### src/rtl/sfb_pkg.sv
package sfb_pkg;

    localparam logic [2:0] MODE_READ  = 3'd0;
    localparam logic [2:0] MODE_FAST  = 3'd1;
    localparam logic [2:0] MODE_WRITE = 3'd2;
    localparam logic [2:0] MODE_USER  = 3'd3;

    localparam int CTRL_W    = 16;
    localparam int STOP_BIT  = 3;
    localparam logic [CTRL_W-1:0] CTRL_RESET = 16'h0008;

    typedef enum logic [2:0] {
        ST_IDLE,
        ST_CMD,
        ST_ADDR,
        ST_DUMMY,
        ST_DATA,
        ST_RESP
    } seq_state_e;

    function automatic logic [2:0] ctl_mode(input logic [CTRL_W-1:0] c);
        return c[2:0];
    endfunction

    function automatic logic [7:0] ctl_cmd(input logic [CTRL_W-1:0] c);
        return c[15:8];
    endfunction

    function automatic logic [2:0] ctl_dummy(input logic [CTRL_W-1:0] c);
        return {c[6], c[5:4]};
    endfunction

endpackage

### src/rtl/sfb_shifter.sv
module sfb_shifter (
    input  logic       clk,
    input  logic       rst_n,
    input  logic       start,
    input  logic [7:0] tx_byte,
    input  logic       miso,
    output logic       done,
    output logic [7:0] rx_byte,
    output logic       sclk,
    output logic       mosi
);
    typedef struct packed {
        logic       busy;
        logic       sclk;
        logic [2:0] cnt;
        logic [7:0] sh;
        logic       done;
    } sh_t;

    sh_t q, d;

    always_comb begin
        d      = q;
        d.done = 1'b0;
        if (start) begin
            d.busy = 1'b1;
            d.sclk = 1'b0;
            d.cnt  = 3'd0;
            d.sh   = tx_byte;
        end else if (q.busy) begin
            if (!q.sclk) begin
                d.sclk = 1'b1;
            end else begin
                d.sclk = 1'b0;
                d.sh   = {q.sh[6:0], miso};
                d.cnt  = q.cnt + 3'd1;
                if (q.cnt == 3'd7) begin
                    d.busy = 1'b0;
                    d.done = 1'b1;
                end
            end
        end
    end

    always_ff @(posedge clk or negedge rst_n) begin
        if (!rst_n) q <= '0;
        else        q <= d;
    end

    assign done    = q.done;
    assign rx_byte = q.sh;
    assign sclk    = q.sclk;
    assign mosi    = q.busy ? q.sh[7] : 1'b0;


    sclk_half_rate_chk: assert property (@(posedge clk) disable iff (!rst_n)
        sclk |=> !sclk);

endmodule

### src/rtl/sfb_regs.sv
module sfb_regs
    import sfb_pkg::*;
#(
    parameter int NCS       = 2,
    parameter int W_EN_BASE = 16
) (
    input  logic                       clk,
    input  logic                       rst_n,
    input  logic                       wr_en,
    input  logic [3:0]                 wr_sel,
    input  logic [31:0]                wr_data,
    input  logic [NCS-1:0]             stop_clr,
    input  logic [NCS-1:0]             stop_set,
    output logic [NCS-1:0][CTRL_W-1:0] ctrl,
    output logic [NCS-1:0]             wen,
    output logic [NCS-1:0]             ext
);
    typedef struct packed {
        logic [NCS-1:0][CTRL_W-1:0] ctrl;
        logic [NCS-1:0]             wen;
        logic [NCS-1:0]             ext;
    } regs_t;

    regs_t q, d;

    always_comb begin
        d = q;
        if (wr_en) begin
            if (wr_sel == 4'd0) d.wen = wr_data[W_EN_BASE +: NCS];
            if (wr_sel == 4'd1) d.ext = wr_data[NCS-1:0];
            for (int i = 0; i < NCS; i++) begin
                if (wr_sel == 4'(i + 2)) d.ctrl[i] = wr_data[CTRL_W-1:0];
            end
        end
        for (int i = 0; i < NCS; i++) begin
            if (stop_clr[i]) d.ctrl[i][STOP_BIT] = 1'b0;
            if (stop_set[i]) d.ctrl[i][STOP_BIT] = 1'b1;
        end
    end

    always_ff @(posedge clk or negedge rst_n) begin
        if (!rst_n) begin
            q.wen <= '0;
            q.ext <= '0;
            for (int i = 0; i < NCS; i++) q.ctrl[i] <= CTRL_RESET;
        end else begin
            q <= d;
        end
    end

    assign ctrl = q.ctrl;
    assign wen  = q.wen;
    assign ext  = q.ext;

    for (genvar g = 0; g < NCS; g++) begin : g_chk

        stop_set_chk: assert property (@(posedge clk) disable iff (!rst_n)
            stop_set[g] |=> ctrl[g][STOP_BIT]);
    end

endmodule

### src/rtl/spi_flash_bridge.sv
module spi_flash_bridge
    import sfb_pkg::*;
#(
    parameter int NCS       = 2,
    parameter int SEG_LOG2  = 20,
    parameter int W_EN_BASE = 16,
    localparam int CSW      = (NCS > 1) ? $clog2(NCS) : 1
) (
    input  logic           clk,
    input  logic           rst_n,
    input  logic           cfg_we,
    input  logic [3:0]     cfg_sel,
    input  logic [31:0]    cfg_wdata,
    input  logic           req_valid,
    output logic           req_ready,
    input  logic           req_write,
    input  logic [CSW-1:0] req_cs,
    input  logic [31:0]    req_addr,
    input  logic [1:0]     req_size,
    input  logic [31:0]    req_wdata,
    output logic           rsp_valid,
    output logic [31:0]    rsp_rdata,
    output logic           rsp_err,
    output logic           spi_sclk,
    output logic           spi_mosi,
    input  logic           spi_miso,
    output logic [NCS-1:0] spi_cs_n
);
    localparam logic [31:0] SEG_MASK = (32'd1 << SEG_LOG2) - 32'd1;

    typedef struct packed {
        seq_state_e     st;
        logic [CSW-1:0] cs;
        logic           wr;
        logic           framed;
        logic           four;
        logic [1:0]     nb_m1;
        logic [2:0]     ndum;
        logic [2:0]     cnt;
        logic [31:0]    addr;
        logic [31:0]    wdata;
        logic [31:0]    rdata;
        logic           err;
    } seq_t;

    seq_t q, d;

    logic [NCS-1:0][CTRL_W-1:0] ctrl_w;
    logic [NCS-1:0]             wen_w, ext_w, clr_w, set_w;
    logic                       sh_start, sh_done;
    logic [7:0]                 sh_tx, sh_rx;

    function automatic logic [7:0] addr_byte(input logic [31:0] a, input logic four,
                                             input logic [1:0] k);
        logic [1:0] pos;
        pos = (four ? 2'd3 : 2'd2) - k;
        return a[{pos, 3'b000} +: 8];
    endfunction

    function automatic logic [7:0] data_byte(input logic wr, input logic [31:0] w,
                                             input logic [1:0] k);
        return wr ? w[{k, 3'b000} +: 8] : 8'h00;
    endfunction

    sfb_regs #(.NCS(NCS), .W_EN_BASE(W_EN_BASE)) u_regs (
        .clk(clk), .rst_n(rst_n), .wr_en(cfg_we), .wr_sel(cfg_sel), .wr_data(cfg_wdata),
        .stop_clr(clr_w), .stop_set(set_w), .ctrl(ctrl_w), .wen(wen_w), .ext(ext_w)
    );

    sfb_shifter u_shift (
        .clk(clk), .rst_n(rst_n), .start(sh_start), .tx_byte(sh_tx), .miso(spi_miso),
        .done(sh_done), .rx_byte(sh_rx), .sclk(spi_sclk), .mosi(spi_mosi)
    );

    always_comb begin
        logic [CTRL_W-1:0] c;
        logic [2:0]        md;
        logic              bad;
        logic [7:0]        cmd;
        d        = q;
        sh_start = 1'b0;
        sh_tx    = 8'h00;
        clr_w    = '0;
        set_w    = '0;
        c        = ctrl_w[req_cs];
        md       = ctl_mode(c);
        cmd      = ctl_cmd(c);
        bad      = 1'b0;
        unique case (q.st)
            ST_IDLE: begin
                if (req_valid) begin
                    if (md > MODE_USER) bad = 1'b1;
                    if ((md == MODE_READ || md == MODE_FAST) && req_write) bad = 1'b1;
                    if (md == MODE_WRITE && !req_write) bad = 1'b1;
                    if (req_write && !wen_w[req_cs]) bad = 1'b1;
                    d.cs     = req_cs;
                    d.wr     = req_write;
                    d.nb_m1  = (req_size == 2'd0) ? 2'd0 : (req_size == 2'd1) ? 2'd1 : 2'd3;
                    d.wdata  = req_wdata;
                    d.rdata  = '0;
                    d.cnt    = 3'd0;
                    d.addr   = req_addr & SEG_MASK;
                    d.four   = ext_w[req_cs];
                    d.ndum   = (md == MODE_FAST) ? ctl_dummy(c) : 3'd0;
                    d.framed = (md != MODE_USER);
                    if (bad) begin
                        d.st  = ST_RESP;
                        d.err = 1'b1;
                    end else if (md == MODE_USER) begin
                        d.st     = ST_DATA;
                        d.err    = 1'b0;
                        sh_start = 1'b1;
                        sh_tx    = data_byte(req_write, req_wdata, 2'd0);
                    end else begin
                        d.st  = ST_CMD;
                        d.err = |(req_addr & ~SEG_MASK);
                        if (cmd == 8'h00) begin
                            if (md == MODE_READ) cmd = 8'h03;
                            else                 d.err = 1'b1;
                        end
                        sh_start       = 1'b1;
                        sh_tx          = cmd;
                        clr_w[req_cs]  = 1'b1;
                    end
                end
            end
            ST_CMD: begin
                if (sh_done) begin
                    d.st     = ST_ADDR;
                    d.cnt    = 3'd0;
                    sh_start = 1'b1;
                    sh_tx    = addr_byte(q.addr, q.four, 2'd0);
                end
            end
            ST_ADDR: begin
                if (sh_done) begin
                    sh_start = 1'b1;
                    if (q.cnt[1:0] != (q.four ? 2'd3 : 2'd2)) begin
                        d.cnt = q.cnt + 3'd1;
                        sh_tx = addr_byte(q.addr, q.four, d.cnt[1:0]);
                    end else if (q.ndum != 3'd0) begin
                        d.st  = ST_DUMMY;
                        d.cnt = 3'd0;
                        sh_tx = 8'hFF;
                    end else begin
                        d.st  = ST_DATA;
                        d.cnt = 3'd0;
                        sh_tx = data_byte(q.wr, q.wdata, 2'd0);
                    end
                end
            end
            ST_DUMMY: begin
                if (sh_done) begin
                    sh_start = 1'b1;
                    if (q.cnt == q.ndum - 3'd1) begin
                        d.st  = ST_DATA;
                        d.cnt = 3'd0;
                        sh_tx = data_byte(q.wr, q.wdata, 2'd0);
                    end else begin
                        d.cnt = q.cnt + 3'd1;
                        sh_tx = 8'hFF;
                    end
                end
            end
            ST_DATA: begin
                if (sh_done) begin
                    if (!q.wr) d.rdata[{q.cnt[1:0], 3'b000} +: 8] = sh_rx;
                    if (q.cnt[1:0] == q.nb_m1) begin
                        d.st = ST_RESP;
                        if (q.framed) set_w[q.cs] = 1'b1;
                    end else begin
                        d.cnt    = q.cnt + 3'd1;
                        sh_start = 1'b1;
                        sh_tx    = data_byte(q.wr, q.wdata, d.cnt[1:0]);
                    end
                end
            end
            ST_RESP: d.st = ST_IDLE;
            default: d.st = ST_IDLE;
        endcase
    end

    always_ff @(posedge clk or negedge rst_n) begin
        if (!rst_n) begin
            q    <= '0;
            q.st <= ST_IDLE;
        end else begin
            q <= d;
        end
    end

    assign req_ready = (q.st == ST_IDLE);
    assign rsp_valid = (q.st == ST_RESP);
    assign rsp_rdata = q.rdata;
    assign rsp_err   = q.err;

    for (genvar g = 0; g < NCS; g++) begin : g_cs
        assign spi_cs_n[g] = ctrl_w[g][STOP_BIT];
    end


    framed_cs_low_chk: assert property (@(posedge clk) disable iff (!rst_n)
        (q.framed && (q.st == ST_CMD || q.st == ST_ADDR || q.st == ST_DUMMY || q.st == ST_DATA))
        |-> !spi_cs_n[q.cs]);


    dummy_mosi_high_chk: assert property (@(posedge clk) disable iff (!rst_n)
        (q.st == ST_DUMMY && spi_sclk) |-> spi_mosi);


    wr_drop_chk: assert property (@(posedge clk) disable iff (!rst_n)
        (req_valid && req_ready && req_write && !wen_w[req_cs]) |=> (rsp_valid && rsp_err));


    bad_mode_chk: assert property (@(posedge clk) disable iff (!rst_n)
        (req_valid && req_ready && ctl_mode(ctrl_w[req_cs]) > MODE_USER) |=> (rsp_valid && rsp_err));


    rsp_pulse_chk: assert property (@(posedge clk) disable iff (!rst_n)
        rsp_valid |=> !rsp_valid);

endmodule

### config.mk
export PLATFORM = sky130hd
export DESIGN_NAME = spi_flash_bridge
export DESIGN_NICKNAME = d
export VERILOG_FILES = /design/src/rtl/sfb_pkg.sv /design/src/rtl/sfb_shifter.sv /design/src/rtl/sfb_regs.sv /design/src/rtl/spi_flash_bridge.sv
export SDC_FILE = /design/constraint.sdc
export NUM_CORES = 1
export LEC_CHECK = 0
export BUFFER_PORTS_ARGS = -buffer_cell sky130_fd_sc_hd__buf_2
export CAP_MARGIN = 20
export CORE_UTILIZATION = 54
export DETAILED_ROUTE_END_ITERATION = 10
export PLACE_DENSITY = 0.84
export SYNTH_ARGS = -nofsm -noshare
export SYNTH_HDL_FRONTEND = slang
export SYNTH_SLANG_ARGS = --single-unit
### constraint.sdc
create_clock -name clk -period 8.15 [get_ports clk]
set_input_delay 1.2225 -clock clk [delete_from_list [all_inputs] [get_ports clk]]
set_output_delay 1.2225 -clock clk [all_outputs]
set_load 0.05 [all_outputs]
==> flow_summary.toml <==
[status]
outcome = "finished clean"

[sta]
fin_ws_ns = 4.55
period_minus_slack_ns = 3.60
timing.final.crit_share = 0.441
final-hold-violation-count = 0
fmax_mhz = 278
relSlewSlack = 0.405
setup_tns_ns = 0
setup_violations = 0
tightest_slew_ns = 0.889
rsz0062_at_grt = "false"
maxSlewViolCount = 0
fin_skew_ns = 0.00776

[finish]
syn2layout_area_growth_pct = 14.2
nNetsFinal = 981
stdcell_count = 1057
seqCellArea_um2 = 3710
nFillCells = 1150
utilization = 0.637
drive_gt1_frac = 0.272
multi_input_comb_area_um2 = 3590
final_area_um2 = 8910

[yosys]
synthTopCellsByArea = "dfrtp_1 47%, nand2_1 10%, mux2_2 6.2%"
ys_types = 70
synth_most_common_cell = "nand2_1"
synth_top_area_cell = "dfrtp_1"
avgSynthCellArea_um2 = 9.87
synth_top_cell_area_share = 0.468
synth_edf_count = 0
seq_area_frac_synth = 0.475
netlist_area_um2 = 7800
synth-main-ff-cell = "dfrtp_1"
synth_nets = 908
synth.top_cells.by_count = "214 x nand2_1, 146 x dfrtp_1, 43 x mux2_2"
yosysWarningCount = 0
synth-seq-cells = 148
synthCells = 790
async_flop_share = 1.00

[global_route]
grt_use_total = 0.278
grt_pass1_vias = 6104
use_met3 = 0.0646
use_met1 = 0.354
grt_overflow = 0
top_usage_layer = "met2"
grt_max_degree = 89
grt_antenna_before_repair = 1
grt_use_met2 = 0.452
grt_pass1_wl_mm = 31.4

[cts]
clkLatencyLatePin_ns = 0.42
cts_tree = "yes"
ctsResizeCount = 0
clk_pin_slew_worst_paths_ns = 0.06
postCtsHoldBufs = 0
cts_setup_buffers = 0
cts_max_level = 4
cts_sinks = 148
cts_buffers = 17
cts-root-buf = "clkbuf_16"
cts.path.max_buffers = 2

[die]
ios = 148
start_util = 0.558
die_area_um2 = 14900
dieWidth_um = 122
die_h_um = 122
rows = 43
core_um2 = 14000

[worst_hold_path]
whs_endpoint = "u_regs.ctrl[3]"
hold_depth = 1
min_from = "q[108]"
hold_path.class = "reg -> reg"

[critical_path]
crit_type = "reg -> reg"
r2r_end = "u_shift.rx_byte[1]"
crit_slowest_cell = "ha_1"
crit_chain = "inv_1 -> ha_1 -> xor2_1 -> o32ai_1 -> a21o_1 -> o31ai_1 -> a41oi_2"
rr_worst_depth = 7
crit_required_ns = 8.43
arrival_ns = 3.87
cp-end-kind = "flop"
max_stage_delay_ns = 0.78
startpoint_type = "flop"
crit_fanout = 14
r2r_slack_ns = 4.55
timing.rr.start = "q[98]"

[run]
maxCapViolCount = 0

[drt]
vias_per_cell = 5.94
vias = 6280
routed_wirelength_mm = 19.3
firstDrtPassIters = 5
drcViolationCount = 0
wl_per_cell_um = 18.2
postRouteAntennaNets = 0
drtIter0Drc = 533

[placement]
placed_area_um2 = 8250
hpwl_mm = 13.4
numPortBuffers = 132
dp.cells = 1024
place_congestion = 0.971
dp_worst_setup_slack_ns = 4.62

[power]
peakVddDrop_uv = 211
p_per_area_nw_per_um2 = 370
p_leak_nw = 4.30
## power breakdown
| part | leakage, nW | switching (mW) | internal [mW] | total (mW) |
|---|---|---|---|---|
| logic | 2.11 | 0.723 | 0.470 | 1.19 |
| clock network | 0.308 | 0.310 | 0.560 | 0.869 |
| registers | 1.88 | 0.257 | 0.973 | 1.23 |
| total | 4.30 | 1.29 | 2.00 | 3.29 |
## cell families after synthesis
group                      Yosys count  synth area share
and+or+nand+nor                    317             0.190
AOI/OAI and AO/OA                  148             0.136
DFF                                148             0.475
buffers and inverters               91            0.0664
muxes                               67             0.106
xor gates and xnor gates            10            0.0132
adders and majority gates            9            0.0144
## critical path, delay by kind of cell, from the launching register on
| family | cells | cell delay, ns |
|---|---|---|
| DFF | 1 | 0.69 |
| xor gates and xnor gates | 1 | 0.72 |
| adders and majority gates | 1 | 0.78 |
| AOI/OAI and AO/OA | 4 | 1.09 |
| buffers and inverters | 1 | 0.17 |
## through the flow
step / hold WS, ns / power, mW
after floorplan: 0.399 / 2.11
after global placement: 0.422 / 2.36
final: 0.441 / 3.29
after detailed placement: 0.417 / 2.40
after global routing: 0.463 / 3.48
after CTS: 0.436 / 3.29
## state kept, by name (all words and copies together), names as in the netlist
name and cells:
u_shift.done 1, u_regs.wen 2, rsp_err 1, q 67
u_shift.sclk 1, u_shift.rx_byte 8, rsp_rdata 32, u_regs.ctrl 30
u_shift.q 4, u_regs.ext 2
## routing by layer
metal	part of all wire	wire, um	up-vias
met4	0.032	610	0
li1	-	-	2905
met2	0.49	9380	264
met3	0.064	1230	48
met1	0.42	8060	3063
met5	0	0	-
## layout by cell type, fill, tap and decap left out, types with 8 or more instances in the layout
cell	count
a21oi_1	19
a22o_1	27
buf_2	131
clkbuf_16	17
dfrtp_1	146
ha_1	9
inv_1	9
mux2_2	43
mux2i_1	16
mux4_2	8
nand2_1	214
nand2b_1	10
nand3_1	16
nor2_1	16
nor4_1	8
o211ai_1	10
o21ai_0	31
## worst max-delay path by stage
stage / from / to / slack, ns / depth (start not counted)
2_1_floorplan: cfg_sel[3] / u_regs.ctrl[10] / 5.33 / 4
3_3_place_gp: q[98] / u_shift.rx_byte[0] / 4.70 / 7
3_5_place_dp: q[98] / u_shift.rx_byte[1] / 4.62 / 7
4_1_cts: q[98] / u_shift.rx_byte[1] / 4.59 / 7
5_1_grt: q[98] / u_shift.rx_byte[1] / 4.29 / 7
6_report: q[98] / u_shift.rx_byte[1] / 4.55 / 7
## area by class of cell
cell class,count,share of cell area
multi-input combinational,551,0.402
tap,180,0.0253
clock inverter,12,0.0227
inverter,9,0.00379
clock buffer,20,0.0513
timing repair buffer,136,0.0782
sequential,148,0.416
antenna,1,0.000281
No activity file was read; power rests on OpenSTA's default activity.
